## config.mk

```make
export PLATFORM = sky130hd
export DESIGN_NAME = cop_busy_ctrl
export DESIGN_NICKNAME = d
export VERILOG_FILES = /design/src/rtl/cop_busy_pkg.sv /design/src/rtl/cop_busy_seq.sv /design/src/rtl/cop_busy_dp.sv /design/src/rtl/cop_busy_ctrl.sv
export SDC_FILE = /design/constraint.sdc
export NUM_CORES = 1
export LEC_CHECK = 0
export BUFFER_PORTS_ARGS = -buffer_cell sky130_fd_sc_hd__buf_4
export CAP_MARGIN = 15
export CORE_AREA = 3 3 63 65
export CTS_BUF_LIST = sky130_fd_sc_hd__clkbuf_8
export DETAILED_ROUTE_END_ITERATION = 6
export DIE_AREA = 0 0 66 68
export HOLD_SLACK_MARGIN = 0.03
export PLACE_DENSITY = 0.74
export REMOVE_ABC_BUFFERS = 1
export SYNTH_ARGS = -nofsm -noshare
export SYNTH_HDL_FRONTEND = slang
export SYNTH_SLANG_ARGS = --single-unit
```

## constraint.sdc

```tcl
create_clock -name clk -period 3.05 [get_ports clk]
set_input_delay 0.1525 -clock clk [delete_from_list [all_inputs] [get_ports clk]]
set_output_delay 0.1525 -clock clk [all_outputs]
set_load 0.03 [all_outputs]
```

## src/rtl/cop_busy_pkg.sv

```systemverilog
package cop_busy_pkg;

  localparam int RESP_W   = 16;
  localparam int CA_POS   = 15;
  localparam int PC_POS   = 14;
  localparam int FN_LSB   = 8;
  localparam int FN_W     = 5;

  localparam logic [FN_W-1:0] FN_NULL      = 5'h00;
  localparam logic [FN_W-1:0] FN_RELEASE   = 5'h01;
  localparam logic [FN_W-1:0] FN_WRITEBACK = 5'h02;
  localparam logic [FN_W-1:0] FN_BUSY      = 5'h04;
  localparam logic [FN_W-1:0] FN_SAVEFMT   = 5'h06;

  typedef enum logic [1:0] {
    PH_IDLE      = 2'd0,
    PH_COMPUTE   = 2'd1,
    PH_WRITEBACK = 2'd2
  } phase_e;

  typedef struct packed {
    logic acceptCmd;
    logic acceptCond;
    logic refuse;
    logic commit;
    logic saveCap;
  } strobe_t;

  function automatic logic [RESP_W-1:0] packResp(input logic ca, input logic pc,
                                                 input logic [FN_W-1:0] fn,
                                                 input logic [7:0] low);
    logic [RESP_W-1:0] w;
    w = '0;
    w[CA_POS] = ca;
    w[PC_POS] = pc;
    w[FN_LSB +: FN_W] = fn;
    w[7:0] = low;
    return w;
  endfunction

endpackage

```

## src/rtl/cop_busy_seq.sv

```systemverilog
module cop_busy_seq
  import cop_busy_pkg::*;
#(
  parameter int LEN_W     = 7,
  parameter int WB_CYCLES = 3
) (
  input  logic             clk,
  input  logic             rstN,
  input  logic             cmdWrEn,
  input  logic             condWrEn,
  input  logic             saveWrEn,
  input  logic [LEN_W-1:0] lenField,
  output phase_e           phase,
  output strobe_t          strb
);

  localparam int LEN_MAX = 1 << LEN_W;
  localparam int CNT_MAX = (LEN_MAX > WB_CYCLES) ? LEN_MAX : WB_CYCLES;
  localparam int CNT_W   = (CNT_MAX > 1) ? $clog2(CNT_MAX) : 1;
  localparam logic [CNT_W-1:0] WB_LAST = CNT_W'(WB_CYCLES - 1);

  logic [CNT_W-1:0] cnt;
  logic             cntZero;
  logic             wrAny;

  assign cntZero = (cnt == '0);
  assign wrAny   = cmdWrEn | condWrEn;

  // Decision logic: acceptance and refusal depend only on the registered phase.
  always_comb begin
    strb            = '0;
    strb.acceptCmd  = (phase == PH_IDLE) && cmdWrEn;
    strb.acceptCond = (phase == PH_IDLE) && !cmdWrEn && condWrEn;
    strb.refuse     = (phase == PH_COMPUTE) && wrAny;
    strb.commit     = (phase == PH_COMPUTE) && cntZero;
    strb.saveCap    = saveWrEn;
  end

  always_ff @(posedge clk or negedge rstN) begin
    if (!rstN) begin
      phase <= PH_IDLE;
      cnt   <= '0;
    end else begin
      unique case (phase)
        PH_IDLE: begin
          if (cmdWrEn) begin
            phase <= PH_COMPUTE;
            cnt   <= CNT_W'(lenField);
          end
        end
        PH_COMPUTE: begin
          if (cntZero) begin
            phase <= PH_WRITEBACK;
            cnt   <= WB_LAST;
          end else begin
            cnt <= cnt - 1'b1;
          end
        end
        PH_WRITEBACK: begin
          if (cntZero) phase <= PH_IDLE;
          else         cnt   <= cnt - 1'b1;
        end
        default: phase <= PH_IDLE;
      endcase
    end
  end

endmodule

```

## src/rtl/cop_busy_dp.sv

```systemverilog
module cop_busy_dp
  import cop_busy_pkg::*;
#(
  parameter int FLAG_W = 8,
  parameter int SEL_W  = 3
) (
  input  logic              clk,
  input  logic              rstN,
  input  strobe_t           strb,
  input  phase_e            phase,
  input  logic              respRdEn,
  input  logic              pcBit,
  input  logic [FLAG_W-1:0] flagField,
  input  logic [SEL_W-1:0]  condSel,
  input  logic              condInv,
  output logic [RESP_W-1:0] respData,
  output logic [FLAG_W-1:0] flagsOut
);

  logic [FLAG_W-1:0] flagReg;
  logic [FLAG_W-1:0] pendFlags;
  logic              busyPend;
  logic              busyPc;
  logic              saveShown;
  logic              saveAct;
  logic              condRes;
  logic              predicate;

  assign predicate = flagReg[condSel] ^ condInv;
  assign flagsOut  = flagReg;

  // Program-visible flag register and the captured operand of the accepted command.
  always_ff @(posedge clk or negedge rstN) begin
    if (!rstN) begin
      flagReg   <= '0;
      pendFlags <= '0;
    end else begin
      if (strb.acceptCmd) pendFlags <= flagField;
      if (strb.commit)    flagReg   <= pendFlags;
    end
  end

  // Response state: read clears first, then acceptance, then refusal, then save capture.
  always_ff @(posedge clk or negedge rstN) begin
    if (!rstN) begin
      busyPend  <= 1'b0;
      busyPc    <= 1'b0;
      saveShown <= 1'b0;
      saveAct   <= 1'b0;
      condRes   <= 1'b0;
    end else begin
      if (respRdEn) begin
        if (busyPend)       busyPend  <= 1'b0;
        else if (saveShown) saveShown <= 1'b0;
      end
      if (strb.acceptCmd) begin
        condRes   <= 1'b0;
        saveShown <= 1'b0;
        busyPend  <= 1'b0;
      end
      if (strb.acceptCond) begin
        condRes   <= predicate;
        saveShown <= 1'b0;
        busyPend  <= 1'b0;
      end
      if (strb.refuse) begin
        busyPend <= 1'b1;
        busyPc   <= pcBit;
      end
      if (strb.saveCap) begin
        saveShown <= 1'b1;
        saveAct   <= (phase != PH_IDLE);
      end
    end
  end

  always_comb begin
    if (busyPend) begin
      respData = packResp(1'b1, busyPc, FN_BUSY, 8'h00);
    end else if (saveShown) begin
      respData = packResp(1'b0, 1'b0, FN_SAVEFMT, {7'd0, saveAct});
    end else begin
      unique case (phase)
        PH_COMPUTE:   respData = packResp(1'b0, 1'b0, FN_RELEASE, 8'h00);
        PH_WRITEBACK: respData = packResp(1'b1, 1'b0, FN_WRITEBACK, 8'h00);
        default:      respData = packResp(1'b0, 1'b0, FN_NULL, {7'd0, condRes});
      endcase
    end
  end

endmodule

```

## src/rtl/cop_busy_ctrl.sv

```systemverilog
module cop_busy_ctrl
  import cop_busy_pkg::*;
#(
  parameter int DATA_W    = 16,
  parameter int FLAG_W    = 8,
  parameter int WB_CYCLES = 3
) (
  input  logic              clk,
  input  logic              rstN,
  input  logic              cmdWrEn,
  input  logic              condWrEn,
  input  logic              saveWrEn,
  input  logic              respRdEn,
  input  logic [DATA_W-1:0] wrData,
  output logic [RESP_W-1:0] respData,
  output logic              stateAltered,
  output logic [FLAG_W-1:0] flagsOut
);

  localparam int LEN_W = DATA_W - 1 - FLAG_W;
  localparam int SEL_W = (FLAG_W > 1) ? $clog2(FLAG_W) : 1;

  phase_e  phase;
  strobe_t strb;

  cop_busy_seq #(
    .LEN_W     (LEN_W),
    .WB_CYCLES (WB_CYCLES)
  ) u_seq (
    .clk      (clk),
    .rstN     (rstN),
    .cmdWrEn  (cmdWrEn),
    .condWrEn (condWrEn),
    .saveWrEn (saveWrEn),
    .lenField (wrData[LEN_W-1:0]),
    .phase    (phase),
    .strb     (strb)
  );

  cop_busy_dp #(
    .FLAG_W (FLAG_W),
    .SEL_W  (SEL_W)
  ) u_dp (
    .clk       (clk),
    .rstN      (rstN),
    .strb      (strb),
    .phase     (phase),
    .respRdEn  (respRdEn),
    .pcBit     (wrData[DATA_W-1]),
    .flagField (wrData[DATA_W-2 -: FLAG_W]),
    .condSel   (wrData[SEL_W-1:0]),
    .condInv   (wrData[SEL_W]),
    .respData  (respData),
    .flagsOut  (flagsOut)
  );

  assign stateAltered = (phase == PH_WRITEBACK);

endmodule

```

## Word level (Yosys, flattened, before mapping)

Index checks and enable logic that the tools add are counted.

| cells by class | value |
|---|---|
| $add $sub $neg | 1 |
| $mul | 0 |
| div/mod/pow operators | 0 |
| order comparisons | 1 |
| eq/ne operators | 7 |
| shift operators | 0 |
| muxes and demuxes | 24 |
| bitwise gates (word level) | 2 |
| reductions and logical operators | 16 |

Operators by type and width:

| kind | number |
|---|---|
| two-way mux 16 bit | 2 |
| one-hot mux 16 bit (2 select lines) | 1 |
| two-way mux 7 bit | 3 |
| one-hot mux 7 bit (3 select lines) | 1 |
| two-way mux 1 bit | 12 |
| nonzero test 4 bit | 2 |
| zero test 7 bit | 1 |
| subtractor 7 x 1 -> 7 bit, second input constant | 1 |
| two-way mux 2 bit | 3 |
| != test 2 bit, second input constant | 3 |
| one-hot mux 2 bit (3 select lines) | 1 |
| AND reduction 3 bit | 2 |
| logical AND 1 bit | 5 |
| less-than comparator 3 x 4 -> 1 bit, second input constant | 1 |
| != test 4 bit, second input constant | 1 |
| nonzero test 2 bit | 2 |
| binary-select mux 1 bit (select 3 bit) | 1 |
| nonzero test 3 bit | 1 |
| equality test 2 x 1 -> 1 bit, second input constant | 1 |
| equality test 2 bit, second input constant | 1 |
| zero test 2 bit | 1 |
| != test 2 x 1 -> 1 bit, second input constant | 1 |
| AND reduction 2 bit | 1 |
| zero test 1 bit | 1 |
| other kinds (2) | 2 |

| word-level totals | value |
|---|---|
| flip-flop bits (word level) | 30 |
| latch bits | 0 |
| bits in writable memories | 0 |
| ROM bits | 0 |
| output and inout bits | 25 |
| word-level logic and storage cells | 60 |
| memories kept | 0 |

## Depth between registers and ports, before layout

Gate-level depths: netlist (run 1).

| depth | value |
|---|---|
| word-level depth | 5 |
| depth in mapped cells | 7 |
| gate-level depth less buffers | 6 |

## Hierarchy

From an unflattened synthesis (run 1), not the netlist that was laid out.

| second synthesis, totals | value |
|---|---|
| cells, all modules | 168 |
| area total of the unflattened synthesis | 1,789.2 um2 |

Modules (own cells, without submodules):

| module | times used | cells each | area an instance (um2) |
|---|---|---|---|
| cop_busy_dp | 1 | 80 | 1,026.0 |
| cop_busy_seq | 1 | 87 | 749.5 |
| cop_busy_ctrl | 1 | 1 | 13.8 |

## Worst setup path before layout (run 1)

No wires, ideal clock.

| path | value |
|---|---|
| path kind | register to register |
| start point | register u_seq.phase[0] |
| end point | register u_seq.cnt[3] |
| setup time | 0.121 ns |
| arrival | 1.975 ns |
| required time | 2.929 ns |
| path slack | 0.954 ns |
| stages on the path, launching flop included | 7 |
| buffers on the path | 0 |
| clock period less this slack | 2.096 ns |
| path through | dfrtp_1 -> inv_1 -> ha_1 -> or4b_4 -> o211ai_4 -> o22ai_1 -> a22o_1 |

| on the way | value |
|---|---|
| longest elaborated chain between the ends | 3 |

RTL lines:

| item | RTL line | source |
|---|---|---|
| start, declared | cop_busy_seq.sv:13 | `output phase_e phase,` |
| start signal, assigned | cop_busy_seq.sv:41 | `phase <= PH_IDLE;` |
| start signal, assigned | cop_busy_seq.sv:47 | `phase <= PH_COMPUTE;` |
| start signal, assigned | cop_busy_seq.sv:53 | `phase <= PH_WRITEBACK;` |
| equality test 2 bit * | - |  |
| net stateAltered | cop_busy_ctrl.sv:16 | `output logic stateAltered,` |
| != test 2 bit (no source line) or nonzero test 3 bit (tied branches) | - |  |
| AND reduction 3 bit (no source line) | - |  |
| end signal, assigned | cop_busy_seq.sv:48 | `cnt <= CNT_W'(lenField);` |
| end signal, assigned | cop_busy_seq.sv:56 | `cnt <= cnt - 1'b1;` |
| end signal, assigned | cop_busy_seq.sv:61 | `else cnt <= cnt - 1'b1;` |
| end, declared | cop_busy_seq.sv:22 | `logic [CNT_W-1:0] cnt;` |

Mark *: on every way through the listed nets, which the timed path passes. The rest lies on a longest branch.
A chain may end at the register's enable or synchronous reset.

## Worst setup path in the final report (run 1)

| path | value |
|---|---|
| start point | register u_seq.phase[0] |
| end point | register u_seq.cnt[3] |

| on the way | value |
|---|---|
| longest elaborated chain between the ends | 3 |

RTL lines:

| item | RTL line | source |
|---|---|---|
| equality test 2 bit, or another cell as far along | cop_busy_seq.sv:44 | `unique case (phase)` |
| != test 2 bit (no source line) or nonzero test 3 bit (tied branches) | - |  |
| AND reduction 3 bit (no source line) | - |  |

Parallel ways exist; a longest one is shown, timed or not.

==> flow_summary.json, run 1 <==
{
  "hold_buffers": 1,
  "synth_edf_count": 0,
  "cts_buffers": 5,
  "grt_pass1_vias": 1276,
  "fin_nets": 223,
  "dpl_worst_slack_ns": 0.920,
  "start_kind": "flip-flop",
  "clk_latency_ns": 0.28,
  "netlist_area_um2": 1690,
  "viasPerCell": 5.30,
  "grtUsageTotal_pct": 17.2,
  "synth.largest_area_cell": "dfrtp_1",
  "cts_resized": 0,
  "worst_path_max_delay_cell": "or4b_4",
  "rows": 21,
  "multiInputGateArea_um2": 838,
  "cp_data_required_time_ns": 3.22,
  "fin_tns_setup_ns": 0,
  "port_buffers": 36,
  "numClockSinks": 30,
  "ys_seq_elements": 30,
  "initial_utilization_pct": 49.8,
  "yosysSeqAreaShare_pct": 44.5,
  "placed_area_um2": 1970,
  "worstPathArrival_ns": 2.31,
  "ios": 47,
  "fmax_mhz": 468,
  "finalWorstSetupSlack_ns": 0.911,
  "clockBufferDepth": 2,
  "hp-class": "primary input to flip-flop",
  "yosysUniqueCellTypes": 42,
  "ctsHtreeMaxLevel": 2,
  "chipWidth_um": 66,
  "areaGrowthSynthToFinish_pct": 22.9,
  "synth_flop_cell": "dfrtp_1",
  "vias": 1273,
  "clkTransAtPathRegs_ns": 0.06,
  "drt-total-wl_um": 3520,
  "antenna_found_initial": 0,
  "place.gp.congestion": 0.824,
  "synth_warnings": 0,
  "synthTopCellsByArea": "dfrtp_1 (44%), mux2_2 (12%), ha_1 (5.9%)",
  "finalCritPeriodShare_pct": 70.1,
  "postSynthCellCount": 151,
  "slowest_delay_ns": 0.53,
  "final_cell_area_um2": 2070,
  "crit_path_end_kind": "flip-flop",
  "cts-root-buf": "clkbuf_8",
  "grt_overflow_total": 0,
  "drtIter0Drc": 50,
  "dieHeight_um": 68,
  "min_period_ns": 2.14,
  "cts_tree": "done",
  "setup_viol": 0,
  "dp_hpwl_um": 2670,
  "fillCellCount": 289,
  "diodes": 0,
  "drive_gt1_share_pct": 37.6,
  "maxSlewViolCount": 0,
  "drt_pass1_iterations": 4,
  "grt_max_degree": 31,
  "holdWs_ns": 0.0847,
  "grt_pass1_wl_um": 5710,
  "p_leak_nw": 1.02,
  "ff_latch_area_um2": 751,
  "syn_area_per_cell_um2": 11.2,
  "peakVddDrop_v": 0.000606,
  "path_class": "flip-flop to flip-flop",
  "grt_setup_unrepaired": "no",
  "dieArea_um2": 4490,
  "power_density_nw_per_um2": 1180,
  "drv_cap": 0,
  "cts_setup_buffers": 0,
  "async_flop_share_pct": 100,
  "wl_per_cell_um": 14.7,
  "detail-route-antenna-nets": 0,
  "cp_cell_sequence": "inv_1 > ha_1 > or4b_4 > o211ai_4 > o22ai_1 > a22o_1",
  "yosysTopAreaCellShare_pct": 44.5,
  "hold_violations": 0,
  "status": "finished, final reports clean",
  "fin_skew_ns": 0.00515,
  "path_max_fanout": 10,
  "core-area_um2": 3390,
  "drc_errors": 0
}
## worst max-delay path: cells and delay by family (launching register included)
family,cells,cell delay [ns]
adder cells (fa/ha/maj),1,0.29
AND/OR/NAND/NOR,1,0.53
AO/OA/AOI/OAI,3,0.69
flip-flops,1,0.41
buffers and inverters,1,0.11
## cell usage after synthesis, drive strengths merged (2+ instances only)
cell	count
ha	8
mux4	2
buf	11
a32o	2
nand3	2
mux2	18
a22o	4
nor2	10
nand2	5
dfrtp	30
inv	13
o32ai	3
o22ai	2
nor3	2
mux2i	2
or2	3
o21ai	9
nand2b	3
## report_power, final
group | switching, mW | total (mW) | internal [mW]
Sequential | 0.173 | 0.774 | 0.602
Combinational | 0.727 | 1.34 | 0.618
Clock | 0.148 | 0.326 | 0.178
## final cells by class
cell class / instances / share of cell area [%]
Tap cell: 46 / 2.77
Clock buffer: 6 / 3.98
Multi-Input combinational cell: 105 / 40.4
Sequential cell: 30 / 36.2
Clock inverter: 2 / 0.422
Timing Repair Buffer: 38 / 13.9
Inverter: 13 / 2.35
## cell usage in the layout (no fill, tap or decap), types with 2 or more instances in the layout
cell / count
nand3_1: 2
clkbuf_8: 6
mux4_2: 2
nand2_1: 5
inv_1: 14
or2_2: 3
nor3_1: 2
conb_1: 10
dfrtp_1: 30
o32ai_1: 3
mux2i_1: 2
a22o_1: 4
buf_4: 37
o22ai_1: 2
nor2_1: 10
ha_1: 8
a32o_1: 2
mux2_2: 18
o21ai_1: 3
o21ai_0: 6
nand2b_1: 3
## cell families (layout without fill, tap and decap cells)
kind of cell    count (synthesis)  after routing  share of synthesized area [%]
mux                            22             22                           15.9
flops                          30             30                           44.5
fa+ha+maj                       8              8                           5.93
buf+inv                        25             59                           7.86
compound gates                 30             30                           13.7
other cells                     1             10                          0.222
xor+xnor                        1              1                          0.519
simple gates                   34             34                           11.4
## registers in the layout, summed over array words and instances, names as in the netlist
signal,count
u_seq.cnt,7
u_seq.phase,2
u_dp.busyPend,1
u_dp.busyPc,1
u_dp.pendFlags,8
u_dp.condRes,1
u_dp.flagsOut,8
u_dp.saveAct,1
u_dp.saveShown,1
## through the flow
stage          power [mW]  instances  util [%]
4_1_cts              2.46        240      61.2
3_5_place_dp         2.13        231      58.2
2_1_floorplan        1.72        148         -
5_1_grt              2.62        240      61.2
6_report             2.44        240      61.2
3_3_place_gp         2.06        231      58.2
## routing by layer
layer	share of wire, %	track usage (%)	vias to the layer above
met5	0	0	-
li1	-	-	604
met4	2.1	7.36	0
met1	42	19.3	621
met3	6.9	6.24	7
met2	49	29.7	41
## path summary, 6_finish.rpt
kind | startpoint | end | depth (start not counted) | slack, ns
worst min register to register | u_dp.pendFlags[2] | u_dp.flagsOut[2] | 1 | 0.50
max in group asynchronous | rstN | u_dp.flagsOut[7] | 2 | 2.43
worst min-delay path | saveWrEn | u_dp.saveAct | 2 | 0.08
worst max register to register | u_seq.phase[0] | u_seq.cnt[3] | 6 | 0.91
worst max-delay path | u_seq.phase[0] | u_seq.cnt[3] | 6 | 0.91
min in group asynchronous | rstN | u_seq.cnt[6] | 2 | 0.33
No activity file was read; power rests on OpenSTA's default activity.
==> inputs of run 2 (changes only) <==
--- a/config.mk
+++ b/config.mk
@@ -5,14 +5,15 @@
 export SDC_FILE = /design/constraint.sdc
 export NUM_CORES = 1
 export LEC_CHECK = 0
+export ABC_AREA = 1
 export BUFFER_PORTS_ARGS = -buffer_cell sky130_fd_sc_hd__buf_4
 export CAP_MARGIN = 15
-export CORE_AREA = 3 3 63 65
+export CORE_AREA = 3 3 66 68
 export CTS_BUF_LIST = sky130_fd_sc_hd__clkbuf_8
 export DETAILED_ROUTE_END_ITERATION = 6
-export DIE_AREA = 0 0 66 68
+export DIE_AREA = 0 0 69 71
 export HOLD_SLACK_MARGIN = 0.03
-export PLACE_DENSITY = 0.74
+export PLACE_DENSITY = 0.75
 export REMOVE_ABC_BUFFERS = 1
 export SYNTH_ARGS = -nofsm -noshare
 export SYNTH_HDL_FRONTEND = slang
==> constraint.sdc (replaced) <==
create_clock -name clk -period 1.76 [get_ports clk]
set_input_delay 0.088 -clock clk [delete_from_list [all_inputs] [get_ports clk]]
set_output_delay 0.088 -clock clk [all_outputs]
set_load 0.03 [all_outputs]
==> run 2 against run 1 <==
  * Critical endpoint is now respData[0]
  * Highest routed layer unchanged
  * Combinational power increased by 79%
  * Synthesized area increased by 8.2%
  * Global-route usage increased by 0.093 points
==> flow_summary.json, run 2 <==
{
  "clockBufferDepth": 2,
  "worstPathArrival_ns": 1.54,
  "maxSlewViolCount": 0,
  "crit_path_end_kind": "primary output",
  "numClockSinks": 30,
  "drc_errors": 0,
  "slowest_delay_ns": 0.40,
  "chipWidth_um": 69,
  "multiInputGateArea_um2": 900,
  "yosysTopAreaCellShare_pct": 41.1,
  "fin_nets": 307,
  "yosysUniqueCellTypes": 29,
  "grtUsageTotal_pct": 17.3,
  "initial_utilization_pct": 46.7,
  "viasPerCell": 4.70,
  "async_flop_share_pct": 100,
  "drt-total-wl_um": 3950,
  "clkTransAtPathRegs_ns": 0.06,
  "cp_data_required_time_ns": 1.67,
  "netlist_area_um2": 1830,
  "clk_latency_ns": 0.29,
  "finalCritPeriodShare_pct": 92.6,
  "fin_skew_ns": 0.00398,
  "p_leak_nw": 1.24,
  "yosys-top-cells-count": "nand2_1 (38), inv_1 (33), dfrtp_1 (30)",
  "status": "finished, final reports clean",
  "dieHeight_um": 71,
  "drive_gt1_share_pct": 28.8,
  "cp_num_buf_inv": 3,
  "path_class": "flip-flop to primary output",
  "synth_warnings": 0,
  "fillCellCount": 378,
  "layout.cells.most_common": "buf_4",
  "antenna_found_initial": 0,
  "ios": 47,
  "grt_setup_unrepaired": "no",
  "ys_seq_elements": 30,
  "synth.most_common_cell": "nand2_1",
  "synth.largest_area_cell": "dfrtp_1",
  "min_period_ns": 1.63,
  "crit_family": "flip-flops",
  "rows": 23,
  "synth_edf_count": 0,
  "drt_pass1_iterations": 4,
  "power_density_nw_per_um2": 1820,
  "detail-route-antenna-nets": 0,
  "grt_pass1_wl_um": 6710,
  "yosysSeqAreaShare_pct": 41.1,
  "ctsHtreeMaxLevel": 2,
  "cp_cell_sequence": "inv_2 > ha_4 > inv_4 > nand2_1 > o21ai_0 > buf_4",
  "setup_viol": 0,
  "place.gp.congestion": 0.887,
  "synthTopCellsByArea": "dfrtp_1 (41%), nand2_1 (7.8%), inv_1 (6.8%)",
  "dp_hpwl_um": 2860,
  "layout_common_cells": "buf_4 (40), nand2_1 (38), inv_1 (32)",
  "grt_max_degree": 31,
  "core-area_um2": 3910,
  "hp-class": "primary input to flip-flop",
  "syn_area_per_cell_um2": 8.19,
  "holdWs_ns": 0.0451,
  "design_power_total_mw": 4.27,
  "synth_flop_cell": "dfrtp_1",
  "start_kind": "flip-flop",
  "port_buffers": 36,
  "vias": 1540,
  "cts_buffers": 5,
  "postSynthCellCount": 223,
  "peakVddDrop_v": 0.000923,
  "worst_path_max_delay_cell": "dfrtp_1",
  "finish.utilization_pct": 60.1,
  "drtIter0Drc": 55,
  "ff_latch_area_um2": 751,
  "cts_tree": "done",
  "diodes": 0,
  "grt_pass1_vias": 1489,
  "dieArea_um2": 4900,
  "fmax_mhz": 614,
  "path_max_fanout": 9,
  "drv_cap": 0,
  "fin_tns_setup_ns": 0,
  "hold_violations": 0,
  "wl_per_cell_um": 12.1,
  "areaGrowthSynthToFinish_pct": 28.7,
  "grt_overflow_total": 0,
  "cts-root-buf": "clkbuf_8"
}
run 2: kinds of logic after synthesis:
family                     Yosys count  share of synthesized area, %
AOI/OAI and AO/OA                   29                          10.0
xor gates and xnor gates             1                         0.480
adders and majority gates            8                          5.48
buffers and inverters               47                          12.3
DFF                                 30                          41.1
muxes                                8                          4.93
other                                1                         0.205
and+or+nand+nor                     99                          25.5
run 2: worst reg2reg max path, stage by stage (launching register included):
cell	delay [ns]
dfrtp_1	0.39
buf_4	0.15
ha_1	0.24
or2_2	0.31
nand2_1	0.10
nand2_2	0.09
nand3_1	0.08
nand2_1	0.05
nand2_1	0.05
nand2_1	0.04
run 2: per-stage QoR:
stage / instances / worst slack [ns] / cell area [µm²]
after floorplan: 220 / -0.0829 / 1770
after global placement: 309 / 0.163 / 2140
after detailed placement: 309 / 0.149 / 2140
after CTS: 328 / 0.0272 / 2330
after global routing: 328 / 0.0143 / 2350
final: 328 / 0.130 / 2350
run 2: what timing repair did:
action / in CTS / in global routing
endpoints found under the hold margin: 38 / 0
buffers inserted: 2 / 0
gates resized for setup: 1 / 5
setup endpoints to repair: 1 / 2
pin swaps: 0 / 0
hold buffers: 9 / 0
run 2: cell type report:
class                           instances  share of cell area, %
Multi-Input combinational cell        155                   38.3
Sequential cell                        30                   31.9
Timing Repair Buffer                   50                   17.5
Inverter                               35                   5.80
Clock buffer                            6                   3.51
Tap cell                               50                   2.66
Clock inverter                          2                  0.373
run 2: routing by layer:
| metal | share of wire, % | track usage, % | up-vias | routed length, µm |
|---|---|---|---|---|
| met5 | 0 | 0 | - | 0 |
| met2 | 50 | 29.3 | 31 | 1970 |
| li1 | - | - | 793 | - |
| met1 | 44 | 20.7 | 711 | 1730 |
| met3 | 5.0 | 5.68 | 5 | 196 |
| met4 | 1.5 | 5.86 | 0 | 59 |
run 2: worst paths after layout:
check | startpoint | to | slack, ns | cells after the start
max in group asynchronous | rstN | u_dp.flagsOut[1] | 1.21 | 2
max | u_seq.phase[0] | respData[0] | 0.13 | 6
min reg2reg | u_dp.condRes | u_dp.condRes | 0.50 | 2
max reg2reg | u_seq.phase[1] | u_seq.cnt[2] | 0.15 | 9
min | wrData[7] | u_dp.pendFlags[0] | 0.05 | 2
min in group asynchronous | rstN | u_seq.cnt[6] | 0.26 | 2
run 2: power breakdown:
| group | leakage [nW] | total [mW] | switching [mW] | internal, mW |
|---|---|---|---|---|
| registers | 0.360 | 1.30 | 0.267 | 1.03 |
| clock network | 0.0524 | 0.576 | 0.267 | 0.309 |
| logic | 0.826 | 2.40 | 1.44 | 0.962 |
==> inputs of run 3 (changes only) <==
--- a/config.mk
+++ b/config.mk
@@ -14,6 +14,7 @@
 export DIE_AREA = 0 0 69 71
 export HOLD_SLACK_MARGIN = 0.03
 export PLACE_DENSITY = 0.75
+export RECOVER_POWER = 50
 export REMOVE_ABC_BUFFERS = 1
 export SYNTH_ARGS = -nofsm -noshare
 export SYNTH_HDL_FRONTEND = slang
==> run 3 against run 2 <==
  * Core utilization fell by 0.64 points
  * Count of clock-buffer cells in the layout did not move
  * First-iteration DRC count did not move
  * Fmax barely moved
  * Critical endpoint unchanged
  * Global-route usage did not move
==> flow_summary.json, run 3 (same netlist as run 2, synthesis figures left out) <==
{
  "path_max_fanout": 9,
  "detail-route-antenna-nets": 0,
  "peakVddDrop_v": 0.000918,
  "ff_latch_area_um2": 751,
  "layout.cells.most_common": "nand2_1",
  "start_kind": "flip-flop",
  "layout_common_cells": "nand2_1 (38), buf_4 (33), inv_1 (32)",
  "vias": 1549,
  "fillCellCount": 382,
  "drc_errors": 0,
  "holdWs_ns": 0.0451,
  "areaGrowthSynthToFinish_pct": 27.3,
  "drive_gt1_share_pct": 26.6,
  "cp_cell_sequence": "inv_2 > ha_4 > inv_4 > nand2_1 > o21ai_0 > buf_4",
  "multiInputGateArea_um2": 900,
  "finish.utilization_pct": 59.4,
  "worstPathArrival_ns": 1.54,
  "placed_area_um2": 2140,
  "power_density_nw_per_um2": 1810,
  "dpl.cell_count": 309,
  "grt_setup_unrepaired": "no",
  "crit_path_end_kind": "primary output",
  "instances_no_fill": 328,
  "fin_skew_ns": 0.00482,
  "cts_buffers": 5,
  "port_buffers": 36,
  "ios": 47,
  "initial_utilization_pct": 46.7,
  "setup_viol": 0,
  "hold_violations": 0,
  "core-area_um2": 3910,
  "drtIter0Drc": 55,
  "chipWidth_um": 69,
  "finalCritPeriodShare_pct": 92.7,
  "viasPerCell": 4.72,
  "cp_data_required_time_ns": 1.67,
  "grt_overflow_total": 0,
  "numClockSinks": 30,
  "worst_pin_slew_ns": 0.749,
  "grt_pass1_wl_um": 6710,
  "p_leak_nw": 1.22,
  "dieHeight_um": 71,
  "clk_latency_ns": 0.29,
  "hp-class": "primary input to flip-flop",
  "final_cell_area_um2": 2330,
  "dieArea_um2": 4900,
  "clockBufferDepth": 2,
  "wl_per_cell_um": 12.1,
  "maxSlewViolCount": 0,
  "cts_tree": "done",
  "cts-root-buf": "clkbuf_8",
  "grt_max_degree": 31,
  "status": "finished, final reports clean",
  "path_class": "flip-flop to primary output",
  "slowest_delay_ns": 0.40,
  "grtUsageTotal_pct": 17.3,
  "drt-total-wl_um": 3950,
  "rows": 23,
  "diodes": 0,
  "worst_path_max_delay_cell": "dfrtp_1",
  "grt_pass1_vias": 1489,
  "antenna_found_initial": 0,
  "relSlewSlack_pct": 50.0,
  "drv_cap": 0,
  "fmax_mhz": 613,
  "min_period_ns": 1.63,
  "place.gp.congestion": 0.887,
  "clkTransAtPathRegs_ns": 0.06,
  "drt_pass1_iterations": 4,
  "fin_nets": 307,
  "ctsHtreeMaxLevel": 2,
  "dp_hpwl_um": 2860
}
==> run 3: worst max-delay path, delay by kind of cell, from the launching register on <==
family / cells / cell delay (ns)
AO/OA/AOI/OAI: 1 / 0.17
adder cells (fa/ha/maj): 1 / 0.22
buffers and inverters: 3 / 0.40
flip-flops: 1 / 0.40
AND/OR/NAND/NOR: 1 / 0.07
==> run 3: stage by stage <==
| stage | setup WS, ns | setup TNS (ns) | total power [mW] |
|---|---|---|---|
| floorplan | -0.0829 | -0.147 | 2.91 |
| global placement | 0.163 | 0 | 3.56 |
| detailed placement | 0.149 | 0 | 3.60 |
| CTS | 0.0272 | 0 | 4.24 |
| global route | 0.0143 | 0 | 4.58 |
| finish | 0.129 | 0 | 4.22 |
==> run 3: layout make-up <==
type / count / area share (%)
clock buffer: 6 / 3.55
clock inverter: 2 / 0.377
inverter: 35 / 5.86
multi-input combinational: 155 / 38.7
sequential: 30 / 32.3
tap: 50 / 2.69
timing repair buffer: 50 / 16.6
==> run 3: where the power goes <==
group / internal (mW) / total [mW] / switching, mW
registers: 1.03 / 1.30 / 0.265
clock network: 0.309 / 0.578 / 0.269
logic: 0.904 / 2.34 / 1.44
==> run 3: timing repair <==
item / CTS / global route
endpoints found under the setup margin: 1 / 2
buffers inserted: 2 / 0
gates resized for setup: 1 / 5
hold buffers: 9 / 0
hold endpoints to repair: 38 / 0
cloned: 0 / 0
==> run 3: per-layer routing <==
metal / vias to the layer above / routed length (µm) / global-route usage [%]
met1: 714 / 1730 / 20.7
met5: - / 0 / 0
li1: 793 / - / -
met3: 5 / 204 / 5.68
met4: 0 / 59 / 5.86
met2: 37 / 1960 / 29.3
==> run 3: path summary, 6_finish.rpt <==
path                                start  slack (ns)  depth (start not counted)                end
min reg2reg                  u_dp.condRes        0.50                          2       u_dp.condRes
max in group asynchronous            rstN        0.88                          2   u_dp.flagsOut[1]
min                             wrData[7]        0.05                          2  u_dp.pendFlags[0]
min in group asynchronous            rstN        0.40                          2       u_seq.cnt[6]
max                        u_seq.phase[0]        0.13                          6        respData[0]
max reg2reg                u_seq.phase[1]        0.15                          9       u_seq.cnt[2]
